### config.mk
export PLATFORM = sky130hd
export DESIGN_NAME = ars_sequencer
export DESIGN_NICKNAME = d
export VERILOG_FILES = /design/src/rtl/ars_pkg.sv /design/src/rtl/ars_debounce.sv /design/src/rtl/ars_fsm.sv /design/src/rtl/ars_sequencer.sv
export SDC_FILE = /design/constraint.sdc
export NUM_CORES = 1
export LEC_CHECK = 0
export BUFFER_PORTS_ARGS = -buffer_cell sky130_fd_sc_hd__buf_2
export CAP_MARGIN = 20
export CORE_MARGIN = 10
export CORE_UTILIZATION = 45
export CTS_BUF_LIST = sky130_fd_sc_hd__clkbuf_16
export DETAILED_ROUTE_END_ITERATION = 8
export PLACE_DENSITY = 0.73
export SLEW_MARGIN = 20
export SYNTH_ARGS = -nofsm -noshare
export SYNTH_HDL_FRONTEND = slang
export SYNTH_SLANG_ARGS = --single-unit
### constraint.sdc
create_clock -name clk -period 1.7 [get_ports clk]
set_input_delay 0.085 -clock clk [delete_from_list [all_inputs] [get_ports clk]]
set_output_delay 0.085 -clock clk [all_outputs]
set_load 0.1 [all_outputs]
### src/rtl/ars_pkg.sv
package ars_pkg;
  typedef enum logic [2:0] {
    ST_OFF    = 3'd0,
    ST_SOFT   = 3'd1,
    ST_RUN    = 3'd2,
    ST_OLOAD  = 3'd3,
    ST_CHARGE = 3'd4,
    ST_DRAIN  = 3'd5
  } ars_state_e;

  typedef struct packed {
    logic sw;
    logic chg;
    logic up;
    logic dn;
    logic clamp;
  } ars_en_t;

  function automatic ars_en_t decode_en(ars_state_e s);
    ars_en_t e;
    e = '0;
    case (s)
      ST_OFF:    e.dn = 1'b1;
      ST_SOFT,
      ST_RUN:    begin e.sw = 1'b1; e.chg = 1'b1; e.clamp = 1'b1; end
      ST_OLOAD:  begin e.sw = 1'b1; e.up = 1'b1; end
      ST_CHARGE: e.up = 1'b1;
      ST_DRAIN:  e.dn = 1'b1;
      default:   e.dn = 1'b1;
    endcase
    return e;
  endfunction
endpackage

### src/rtl/ars_debounce.sv
module ars_debounce #(
  parameter int DEB_CYC = 6
) (
  input  logic clk,
  input  logic rst,
  input  logic clr,
  input  logic raw,
  output logic hit
);
  localparam int CW = $clog2(DEB_CYC + 1);
  localparam logic [CW-1:0] LIMIT = CW'(DEB_CYC);

  logic [CW-1:0] run_q;

  // consecutive-edge counter, saturating at LIMIT
  always_ff @(posedge clk) begin
    if (rst || clr || !raw) run_q <= '0;
    else if (run_q != LIMIT) run_q <= run_q + 1'b1;
  end

  assign hit = (run_q == LIMIT);
endmodule

### src/rtl/ars_fsm.sv
module ars_fsm
  import ars_pkg::*;
#(
  parameter int RESTART_SWINGS = 4,
  parameter int CW = 3
) (
  input  logic          clk,
  input  logic          rst,
  input  logic          supply_ok,
  input  logic          ss_low,
  input  logic          ss_run,
  input  logic          ss_olp,
  input  logic          ss_top,
  input  logic          ea_sat,
  input  logic          short_det,
  input  logic          oc_hit,
  output ars_state_e    state_q,
  output ars_en_t       en_q,
  output logic [CW-1:0] cnt_q
);
  localparam logic [CW-1:0] LAST = CW'(RESTART_SWINGS - 1);

  ars_state_e    state_d;
  logic [CW-1:0] cnt_d;

  always_comb begin
    state_d = state_q;
    cnt_d   = cnt_q;
    case (state_q)
      ST_OFF: if (supply_ok && ss_low) state_d = ST_SOFT;
      ST_SOFT: begin
        if (!supply_ok)  state_d = ST_OFF;
        else if (oc_hit) state_d = ST_CHARGE;
        else if (ss_run) state_d = ST_RUN;
      end
      ST_RUN: begin
        if (!supply_ok)              state_d = ST_OFF;
        else if (oc_hit || short_det) state_d = ST_CHARGE;
        else if (ea_sat)             state_d = ST_OLOAD;
      end
      ST_OLOAD: begin
        if (!supply_ok)                         state_d = ST_OFF;
        else if (oc_hit || short_det || ss_olp) state_d = ST_CHARGE;
        else if (!ea_sat)                       state_d = ST_RUN;
      end
      ST_CHARGE: if (ss_top) state_d = ST_DRAIN;
      ST_DRAIN: begin
        if (ss_low) begin
          if (cnt_q == LAST) begin
            state_d = ST_OFF;
            cnt_d   = '0;
          end else begin
            state_d = ST_CHARGE;
            cnt_d   = cnt_q + 1'b1;
          end
        end
      end
      default: begin
        state_d = ST_OFF;
        cnt_d   = '0;
      end
    endcase
  end

  always_ff @(posedge clk) begin
    if (rst) begin
      state_q <= ST_OFF;
      cnt_q   <= '0;
      en_q    <= decode_en(ST_OFF);
    end else begin
      state_q <= state_d;
      cnt_q   <= cnt_d;
      en_q    <= decode_en(state_d);
    end
  end
endmodule

### src/rtl/ars_sequencer.sv
module ars_sequencer
  import ars_pkg::*;
#(
  parameter int NUM_OC         = 2,
  parameter int OC_DEB_CYC     = 6,
  parameter int RESTART_SWINGS = 4
) (
  input  logic                                  clk,
  input  logic                                  rst,
  input  logic                                  supply_ok,
  input  logic                                  ss_low,
  input  logic                                  ss_run,
  input  logic                                  ss_olp,
  input  logic                                  ss_top,
  input  logic                                  ea_sat,
  input  logic                                  short_det,
  input  logic [NUM_OC-1:0]                     oc_raw,
  output logic                                  sw_en,
  output logic                                  ss_chg_en,
  output logic                                  ss_up_en,
  output logic                                  ss_dn_en,
  output logic                                  ss_clamp_en,
  output logic [2:0]                            state,
  output logic [$clog2(RESTART_SWINGS+1)-1:0]   swing_cnt
);
  localparam int CW = $clog2(RESTART_SWINGS + 1);

  logic [NUM_OC-1:0] oc_hit;
  ars_state_e        st;
  ars_en_t           en;
  logic [CW-1:0]     cnt;

  // filters are held cleared whenever switching is off
  for (genvar i = 0; i < NUM_OC; i++) begin : g_oc
    ars_debounce #(.DEB_CYC(OC_DEB_CYC)) u_deb (
      .clk (clk),
      .rst (rst),
      .clr (!en.sw),
      .raw (oc_raw[i]),
      .hit (oc_hit[i])
    );
  end

  ars_fsm #(.RESTART_SWINGS(RESTART_SWINGS), .CW(CW)) u_fsm (
    .clk       (clk),
    .rst       (rst),
    .supply_ok (supply_ok),
    .ss_low    (ss_low),
    .ss_run    (ss_run),
    .ss_olp    (ss_olp),
    .ss_top    (ss_top),
    .ea_sat    (ea_sat),
    .short_det (short_det),
    .oc_hit    (|oc_hit),
    .state_q   (st),
    .en_q      (en),
    .cnt_q     (cnt)
  );

  assign sw_en       = en.sw;
  assign ss_chg_en   = en.chg;
  assign ss_up_en    = en.up;
  assign ss_dn_en    = en.dn;
  assign ss_clamp_en = en.clamp;
  assign state       = st;
  assign swing_cnt   = cnt;
endmodule

* Yosys cells after proc, flatten, opt, wreduce, memory -nomap -nowiden
Index checks and enable logic that the tools add are counted. W data, S select, Z words.
Storage, ports and cells: output and inout port bits 11, word-level logic and storage cells 65, register bits 16, input port bits 11
Operators by class: equal/unequal tests 15, bitwise operators 1, mux-type cells 21, reductions and logical operators 17, $add $sub $neg 3
Operators by type and width (number):
- $mux W3 | 15
- $pmux W3 S6 | 1
- $eq A3 B2 Y1 const B | 5
- $eq A3 B3 Y1 const B | 5
- $add A3 B1 Y3 const B | 3
- $eq A3 B1 Y1 const B | 2
- $ne A3 B3 Y1 const B | 2
- $pmux W3 S2 | 1
- $reduce_or A2 Y1 | 3
- $logic_or A1 B1 Y1 | 5
- $reduce_or A5 Y1 | 1
- $mux W1 | 4
- $reduce_or A4 Y1 | 1
- $logic_not A1 Y1 | 3
- $logic_not A3 Y1 | 1
- $reduce_or A3 Y1 | 1
- $ne A2 B2 Y1 const B | 1
- $reduce_and A2 Y1 | 1
- $logic_and A1 B1 Y1 | 1
- $not A1 Y1 | 1

* Depth between registers and ports, before layout
Gate-level depths: netlist (run 1).
depth after elaboration 10, mapped depth 6, depth with buffers taken out 6

* By module
From an unflattened synthesis (run 1), not the netlist that was laid out.
Unflattened totals: cell total of the unflattened synthesis 92, area total of the unflattened synthesis 845.8 um^2
By module, submodules not included:
- ars_fsm | area an instance 508.0 um^2, instances 1, seq. area each 200.2 um^2, cells an instance 56
- ars_debounce | area an instance 163.9 um^2, instances 2, seq. area each 60.1 um^2, cells an instance 17
- ars_sequencer | area an instance 10.0 um^2, instances 1, seq. area each 0.0 um^2, cells an instance 2

* Least setup slack after synthesis (run 1)
No wires, ideal clock.
path type flip-flop to flip-flop, start register u_fsm.cnt_q[0], end register u_fsm.en_q[2] (netlist name), stages on the path, launching flop included 6, clock period less this slack 2.067 ns, setup slack -0.367 ns, data required time 1.583 ns, setup time 0.117 ns, arrival time 1.950 ns, buffers on the path 0, cell sequence dfxtp_1 -> ha_1 -> nand4b_1 -> a32oi_1 -> a21oi_2 -> a22o_1
On the way: longest elaborated chain between the ends 7, elaborated cells between the ends (all ways) 8, those cells by class eq/ne (3); mux (4); reduce/logical (1)
RTL lines:
- start: declaration | line ars_fsm.sv:19 | output logic [CW-1:0] cnt_q
- start signal: assignment | line ars_fsm.sv:72 | cnt_q <= cnt_d;
- $eq A3 B2 Y1 * | line ars_fsm.sv:49 | if (cnt_q == LAST) begin
- $mux W3 * | line ars_fsm.sv:49
- $mux W3 * | line ars_fsm.sv:48 | if (ss_low) begin
- $pmux W3 S6 * | line ars_fsm.sv:29 | case (state_q)
- $eq A3 B3 Y1 / $eq A3 B2 Y1 (equally long branches) | line ars_pkg.sv:22 | case (s)
- $reduce_or A2 Y1 (no line) *
- $mux W1 * | line ars_pkg.sv:22
- end signal: assignment | line ars_fsm.sv:69 | en_q <= decode_en(ST_OFF);
- end signal: assignment | line ars_fsm.sv:73 | en_q <= decode_en(state_d);
- end: declaration | line ars_fsm.sv:18 | output ars_en_t en_q,
Every way passes the cells marked *; elsewhere a longest branch is shown, timed or not. A chain may end at the register's enable or synchronous reset.

* Worst setup path after layout (run 1)
start register g_oc[0].u_deb.run_q[0], end register u_fsm.en_q[2] (netlist name)
On the way: longest elaborated chain between the ends 10, elaborated cells between the ends (all ways) 15, those cells by class eq/ne (3); mux (8); reduce/logical (4)
RTL lines:
- start: declaration | line ars_debounce.sv:13 | logic [CW-1:0] run_q;
- start signal: assignment | line ars_debounce.sv:18 | else if (run_q != LIMIT) run_q <= run_q + 1'b1;
- $eq A3 B3 Y1 * | line ars_debounce.sv:21 | assign hit = (run_q == LIMIT);
- $reduce_or A2 Y1 * | line ars_sequencer.sv:54 | .oc_hit (|oc_hit),
- $logic_or A1 B1 Y1 | line ars_fsm.sv:38, ars_fsm.sv:43
- $logic_or A1 B1 Y1 | line ars_fsm.sv:43 | else if (oc_hit || short_det || ss_olp) state_d = ST_CHARGE;
- $mux W3 | line ars_fsm.sv:43
- $mux W3 | line ars_fsm.sv:42 | if (!supply_ok) state_d = ST_OFF;
- $pmux W3 S6 * | line ars_fsm.sv:29
- $eq A3 B3 Y1 / $eq A3 B2 Y1 (equally long branches) | line ars_pkg.sv:22
- $reduce_or A2 Y1 (no line) *
- $mux W1 * | line ars_pkg.sv:22
Marks and branches as above.

==> flow_summary.yaml, run 1 <==
global_route:
  grt_pass1_wl_mm: 2.83
  grt_pass1_vias: 646
  gr-usage-all-layers_pct: 8.62
  grt_overflow: 0
  grt_max_degree: 11
  grt_antenna_before_repair: 0
placed_design:
  port_buffers: 21
  gp_congestion: 0.798
  dp.cells: 131
  dp_hpwl_mm: 1.37
  pre_cts_slack_ns: -0.00296
worst_setup_path:
  path_buf_inv: 1
  cpMaxStageDelayCell: "dfxtp_2"
  crit_start: "g_oc[0].u_deb.run_q[0]$_SDFFE_PP0P_"
  worst-path-stages: 6
  rr_startpoint: "g_oc[0].u_deb.run_q[0]$_SDFFE_PP0P_"
  critPathMaxFanout: 4
  endpoint: "u_fsm.en_q[2]$_SDFF_PP0_"
  cp-end-kind: "flop"
  cp_top_family: "compound AO/OA/AOI/OAI gates"
  slowest_delay_ns: 0.34
  r2r_end: "u_fsm.en_q[2]$_SDFF_PP0_"
  cp-start-kind: "flop"
  cp_common_cell: "a22o_1"
  required_ns: 1.84
  worstPathCellList: "inv_1, ha_1, a22o_1, a32oi_2, a21oi_2, a22o_1"
  crit_arrival_ns: 1.78
  rr_worst_depth: 6
  rrSetupSlack_ns: 0.06
  critical_path_class: "flop to flop"
floorplan:
  die_area_um2: 3870
  initial_core_util_pct: 47.0
  die_w_um: 62.2
  design.core.area_um2: 1710
  die_h_um: 62.2
  fp-row-count: 15
  io_pins: 22
yosys:
  yosys_register_bits: 16
  synthFlopType: "dfxtp_1"
  synth_warnings: 0
  avgSynthCellArea_um2: 9.33
  synth_edf_count: 0
  synth_seq_area_share_pct: 39.9
  synthesis.nets: 102
  synth_async_sr_flop_share_pct: 0
  netlist_instances: 86
  synth_cell_type_count: 32
  synth_area_um2: 802
sta:
  finalCritPeriodShare_pct: 96.5
  hold_viol_final: 0
  worstMarginPinSlew_ns: 0.493
  setup_violations: 0
  final.setup_skew_ns: 0.00388
  slew_headroom_pct: 67.4
  clock.fmax_mhz: 610
  period_needed_ns: 1.64
  tns_ns: 0
  layout_setup_ws_ns: 0.0597
  drv_slew: 0
layout:
  multiInputGateArea_um2: 467
  final_layout_size_suffix_gt1_share_pct: 34.5
  nFillCells: 155
  diodes: 0
  fin_cells: 135
  syn2layout_area_growth_pct: 27.8
  register_area_um2: 328
  layout.nets: 127
cts:
  hold_buffers: 0
  postCtsSetupBuffers: 0
  cts_tree: "built"
  cts-root-buf: "clkbuf_16"
  cts_buffers: 3
  cts.htree.levels: 1
  clk_latency_ns: 0.25
  clk_pin_slew_ns: 0.05
  clk_path_buf_depth: 2
  cts.sink_count: 16
worst_hold_path:
  hold_class: "primary input to flop"
drt:
  routed_via_density: 5.16
  drc_errors: 0
  wirelength_mm: 1.73
  antenna_left: 0
  dr.pass1.iters: 4
  via_count: 697
  wire_per_inst_um: 12.8
  drt_iter0_drc: 16
power:
  ir_worst_vdd_mv: 0.632
  power_density_nw_per_um2: 1010
  leakagePower_nw: 0.461
status:
  status: "completed"
flow_run:
  cap_violations: 0
==> registers in the layout (all words and copies together), names as in the netlist <==
name / cells
g_oc.u_deb.run_q: 6
u_fsm.en_q: 4
u_fsm.cnt_q: 3
u_fsm.state_q: 3
==> kinds of logic after synthesis <==
kind of cell | after synthesis | share of synthesized area (%)
AO/OA/AOI/OAI | 18 | 18.4
XOR/XNOR | 2 | 2.18
adder cells (fa/ha/maj) | 5 | 7.80
buffers and inverters | 5 | 2.81
flip-flops | 16 | 39.9
multiplexers | 2 | 2.50
AND/OR/NAND/NOR | 38 | 26.4
==> timing repair <==
action,4_1_cts,5_1_grt
endpoints found under the setup margin,0,4
hold endpoints to repair,0,0
resized for setup,0,2
==> area by class of cell <==
type / count / share of cell area (%)
Tap cell: 25 / 3.05
Multi-Input combinational cell: 65 / 45.5
Clock buffer: 3 / 7.33
Timing Repair Buffer: 21 / 10.3
Inverter: 4 / 1.47
Clock inverter: 1 / 0.366
Sequential cell: 16 / 32.0
==> cells in the mapped netlist (all sizes together), types with 3 or more instances <==
| library cell | count | area (um2) |
|---|---|---|
| nand2 | 6 | 22.5 |
| and3 | 4 | 26.3 |
| a22oi | 3 | 22.5 |
| dfxtp | 16 | 320 |
| a21oi | 4 | 23.8 |
| nor2b | 3 | 18.8 |
| inv | 4 | 15.0 |
| ha | 5 | 62.6 |
| nor2 | 12 | 45.0 |
| nor3 | 4 | 25.0 |
==> power by group <==
group,internal [mW],switching [mW]
clock network,0.311,0.140
logic,0.0456,0.137
registers,0.390,0.0106
==> placed cells by master, fill, tap and decap left out, types with 2 or more instances in the layout <==
master     netlist  layout
inv_1            4       4
dfxtp_1         16      10
a22o_1           2       2
ha_1             5       5
and3_1           3       3
nand2_1          6       6
buf_2            0      21
a22oi_1          3       3
nor2b_1          3       3
o21ai_0          2       2
clkbuf_16        0       3
a211oi_1         2       2
nand2b_1         2       2
a21oi_1          3       3
nor2_1          12      12
dfxtp_2          0       6
mux2i_1          2       2
xnor2_1          2       2
nor3_1           3       3
==> worst reg2reg max path: stages (launching register included) <==
cell and delay, ns:
dfxtp_2 0.34, inv_1 0.05, ha_1 0.23, a22o_1 0.31, a32oi_2 0.30, a21oi_2 0.11, a22o_1 0.20
==> layer usage <==
metal / wire length [um] / global-route usage [%] / share of wire, % / vias up
li1: - / - / - / 355
met1: 799 / 10.4 / 46 / 314
met2: 774 / 12.9 / 45 / 25
met3: 127 / 3.23 / 7.3 / 3
met4: 27 / 4.29 / 1.6 / 0
met5: 0 / 0 / 0 / -
==> per-stage QoR <==
stage / area (um2) / utilization [%] / hold WS (ns) / power (mW)
3_5_place_dp: 937 / 54.9 / 0.367 / 0.590
5_1_grt: 1020 / 60.0 / 0.119 / 1.07
3_3_place_gp: 937 / 54.9 / 0.353 / 0.587
2_1_floorplan: 808 / - / 0.150 / 0.554
4_1_cts: 1020 / 59.5 / 0.114 / 1.04
6_report: 1020 / 60.0 / 0.105 / 1.03
==> worst min-delay path by stage <==
| stage | start | to | slack [ns] | cells past startpoint |
|---|---|---|---|---|
| 2_1_floorplan | rst | u_fsm.cnt_q[0]$_SDFFE_PP0P_ | 0.15 | 1 |
| 3_3_place_gp | rst | u_fsm.cnt_q[0]$_SDFFE_PP0P_ | 0.35 | 2 |
| 3_5_place_dp | rst | u_fsm.cnt_q[1]$_SDFFE_PP0P_ | 0.37 | 2 |
| 4_1_cts | rst | u_fsm.cnt_q[1]$_SDFFE_PP0P_ | 0.11 | 2 |
| 5_1_grt | rst | u_fsm.state_q[0]$_SDFF_PP0_ | 0.12 | 2 |
| 6_report | rst | u_fsm.cnt_q[0]$_SDFFE_PP0P_ | 0.11 | 2 |
(Power assumes the default switching activity.)
==> inputs of run 2 (changes only) <==
- PLACE_DENSITY: 0.73 -> 0.7
- clock period: 1.7 -> 1.82 ns (I/O delays scaled with it)
==> run 2 against run 1 <==
Cell area fell by 0.49%. Via count fell by 1.6%. Clock power fell by 10%. Total power fell by 8.3%. Critical path type unchanged.
==> flow_summary.yaml, run 2 (synthesis results as in run 1) <==
flow_run:
  cap_violations: 0
layout:
  multiInputGateArea_um2: 467
  layout_common_cells: "21 x buf_2, 12 x nor2_1, 11 x dfxtp_1"
  reg_top3: "g_oc.u_deb.run_q (6), u_fsm.en_q (4)"
  diodes: 0
  layout.nets: 127
  finish.utilization_pct: 59.7
  register_area_um2: 327
  final_common_cell: "buf_2"
  largest_register: "g_oc.u_deb.run_q"
  fin_cells: 134
  syn2layout_area_growth_pct: 27.1
  nFillCells: 158
  final_layout_size_suffix_gt1_share_pct: 33.9
  largest_reg_flops: 6
cts:
  cts-root-buf: "clkbuf_16"
  cts_buffers: 3
  cts.sink_count: 16
  clk_path_buf_depth: 2
  hold_buffers: 0
  cts_tree: "built"
  clk_latency_ns: 0.24
  postCtsSetupBuffers: 0
  cts.htree.levels: 1
  clk_pin_slew_ns: 0.04
floorplan:
  die_w_um: 62.2
  initial_core_util_pct: 47.0
  die_h_um: 62.2
  fp-row-count: 15
  design.core.area_um2: 1710
  die_area_um2: 3870
  io_pins: 22
sta:
  clock.fmax_mhz: 604
  period_needed_ns: 1.66
  finalCritPeriodShare_pct: 91.0
  worstMarginPinSlew_ns: 0.492
  drv_slew: 0
  layout_setup_ws_ns: 0.164
  setup_violations: 0
  final.setup_skew_ns: 0.00127
  hold_viol_final: 0
  rsz0062_at_grt: "no"
  slew_headroom_pct: 67.4
  tns_ns: 0
worst_setup_path:
  crit_arrival_ns: 1.79
  cp_common_cell: "a22o_1"
  cp-start-kind: "flop"
  rrSetupSlack_ns: 0.16
  cp-end-kind: "flop"
  slowest_delay_ns: 0.36
  cpMaxStageDelayCell: "dfxtp_1"
  worstPathCellList: "inv_1, ha_1, a22o_1, a32oi_2, a21oi_2, a22o_1"
  required_ns: 1.95
  critPathMaxFanout: 4
  critical_path_class: "flop to flop"
power:
  ir_worst_vdd_mv: 0.505
  leakagePower_nw: 0.459
  power_density_nw_per_um2: 930
drt:
  drc_errors: 0
  dr.pass1.iters: 4
  wirelength_mm: 1.65
  antenna_left: 0
  drt_iter0_drc: 7
  routed_via_density: 5.12
  via_count: 686
  wire_per_inst_um: 12.3
placed_design:
  port_buffers: 21
  gp_congestion: 0.812
  dp.cells: 131
  pre_cts_slack_ns: 0.127
  dp_hpwl_mm: 1.36
global_route:
  grt_max_degree: 11
  grt_overflow: 0
  grt_pass1_wl_mm: 2.79
  grt_antenna_before_repair: 0
  gr-usage-all-layers_pct: 8.69
  grt_pass1_vias: 629
status:
  status: "completed"
worst_hold_path:
  hold_class: "primary input to flop"
[run 2: cell type report]
type / instances / area share (%)
Tap cell: 25 / 3.07
Timing Repair Buffer: 21 / 10.3
Sequential cell: 16 / 32.0
Clock buffer: 3 / 7.36
Multi-Input combinational cell: 65 / 45.8
Inverter: 4 / 1.47
[run 2: report_power, final]
part / internal, mW / switching (mW)
clock network: 0.287 / 0.118
registers: 0.364 / 0.0105
logic: 0.0425 / 0.126
[run 2: worst paths after layout]
check,start,end,cells after the start
setup / recovery,g_oc[0].u_deb.run_q[0]$_SDFFE_PP0P_,u_fsm.en_q[2]$_SDFF_PP0_,6
hold / removal,rst,u_fsm.cnt_q[1]$_SDFFE_PP0P_,2
setup reg to reg,g_oc[0].u_deb.run_q[0]$_SDFFE_PP0P_,u_fsm.en_q[2]$_SDFF_PP0_,6
hold reg to reg,u_fsm.cnt_q[2]$_SDFFE_PP0P_,u_fsm.cnt_q[2]$_SDFFE_PP0P_,1
[run 2: timing repair]
item,CTS,global route
endpoints found under the hold margin,0,0
resized for setup,0,1
setup endpoints to repair,0,1
[run 2: through the flow]
step           hold WS, ns  power [mW]  cell area [um2]
2_1_floorplan        0.156       0.518              808
3_3_place_gp         0.360       0.548              937
4_1_cts              0.110       0.963             1010
6_report             0.107       0.949             1020
3_5_place_dp         0.368       0.550              937
5_1_grt              0.129       0.985             1020
[run 2: layer usage]
metal	vias up	routed length (um)	global-route usage (%)	part of all wire (%)
li1	354	-	-	-
met1	308	782	10.3	47
met2	19	699	12.7	42
met3	5	130	3.58	7.9
met4	0	36	5.14	2.2
met5	-	0	0	0
[run 2: worst max-delay path, delay by kind of cell, from the launching register on]
| kind | cells | cell delay, ns |
|---|---|---|
| DFF | 1 | 0.36 |
| adders and majority gates | 1 | 0.23 |
| AOI/OAI and AO/OA | 4 | 0.89 |
| buffers and inverters | 1 | 0.06 |
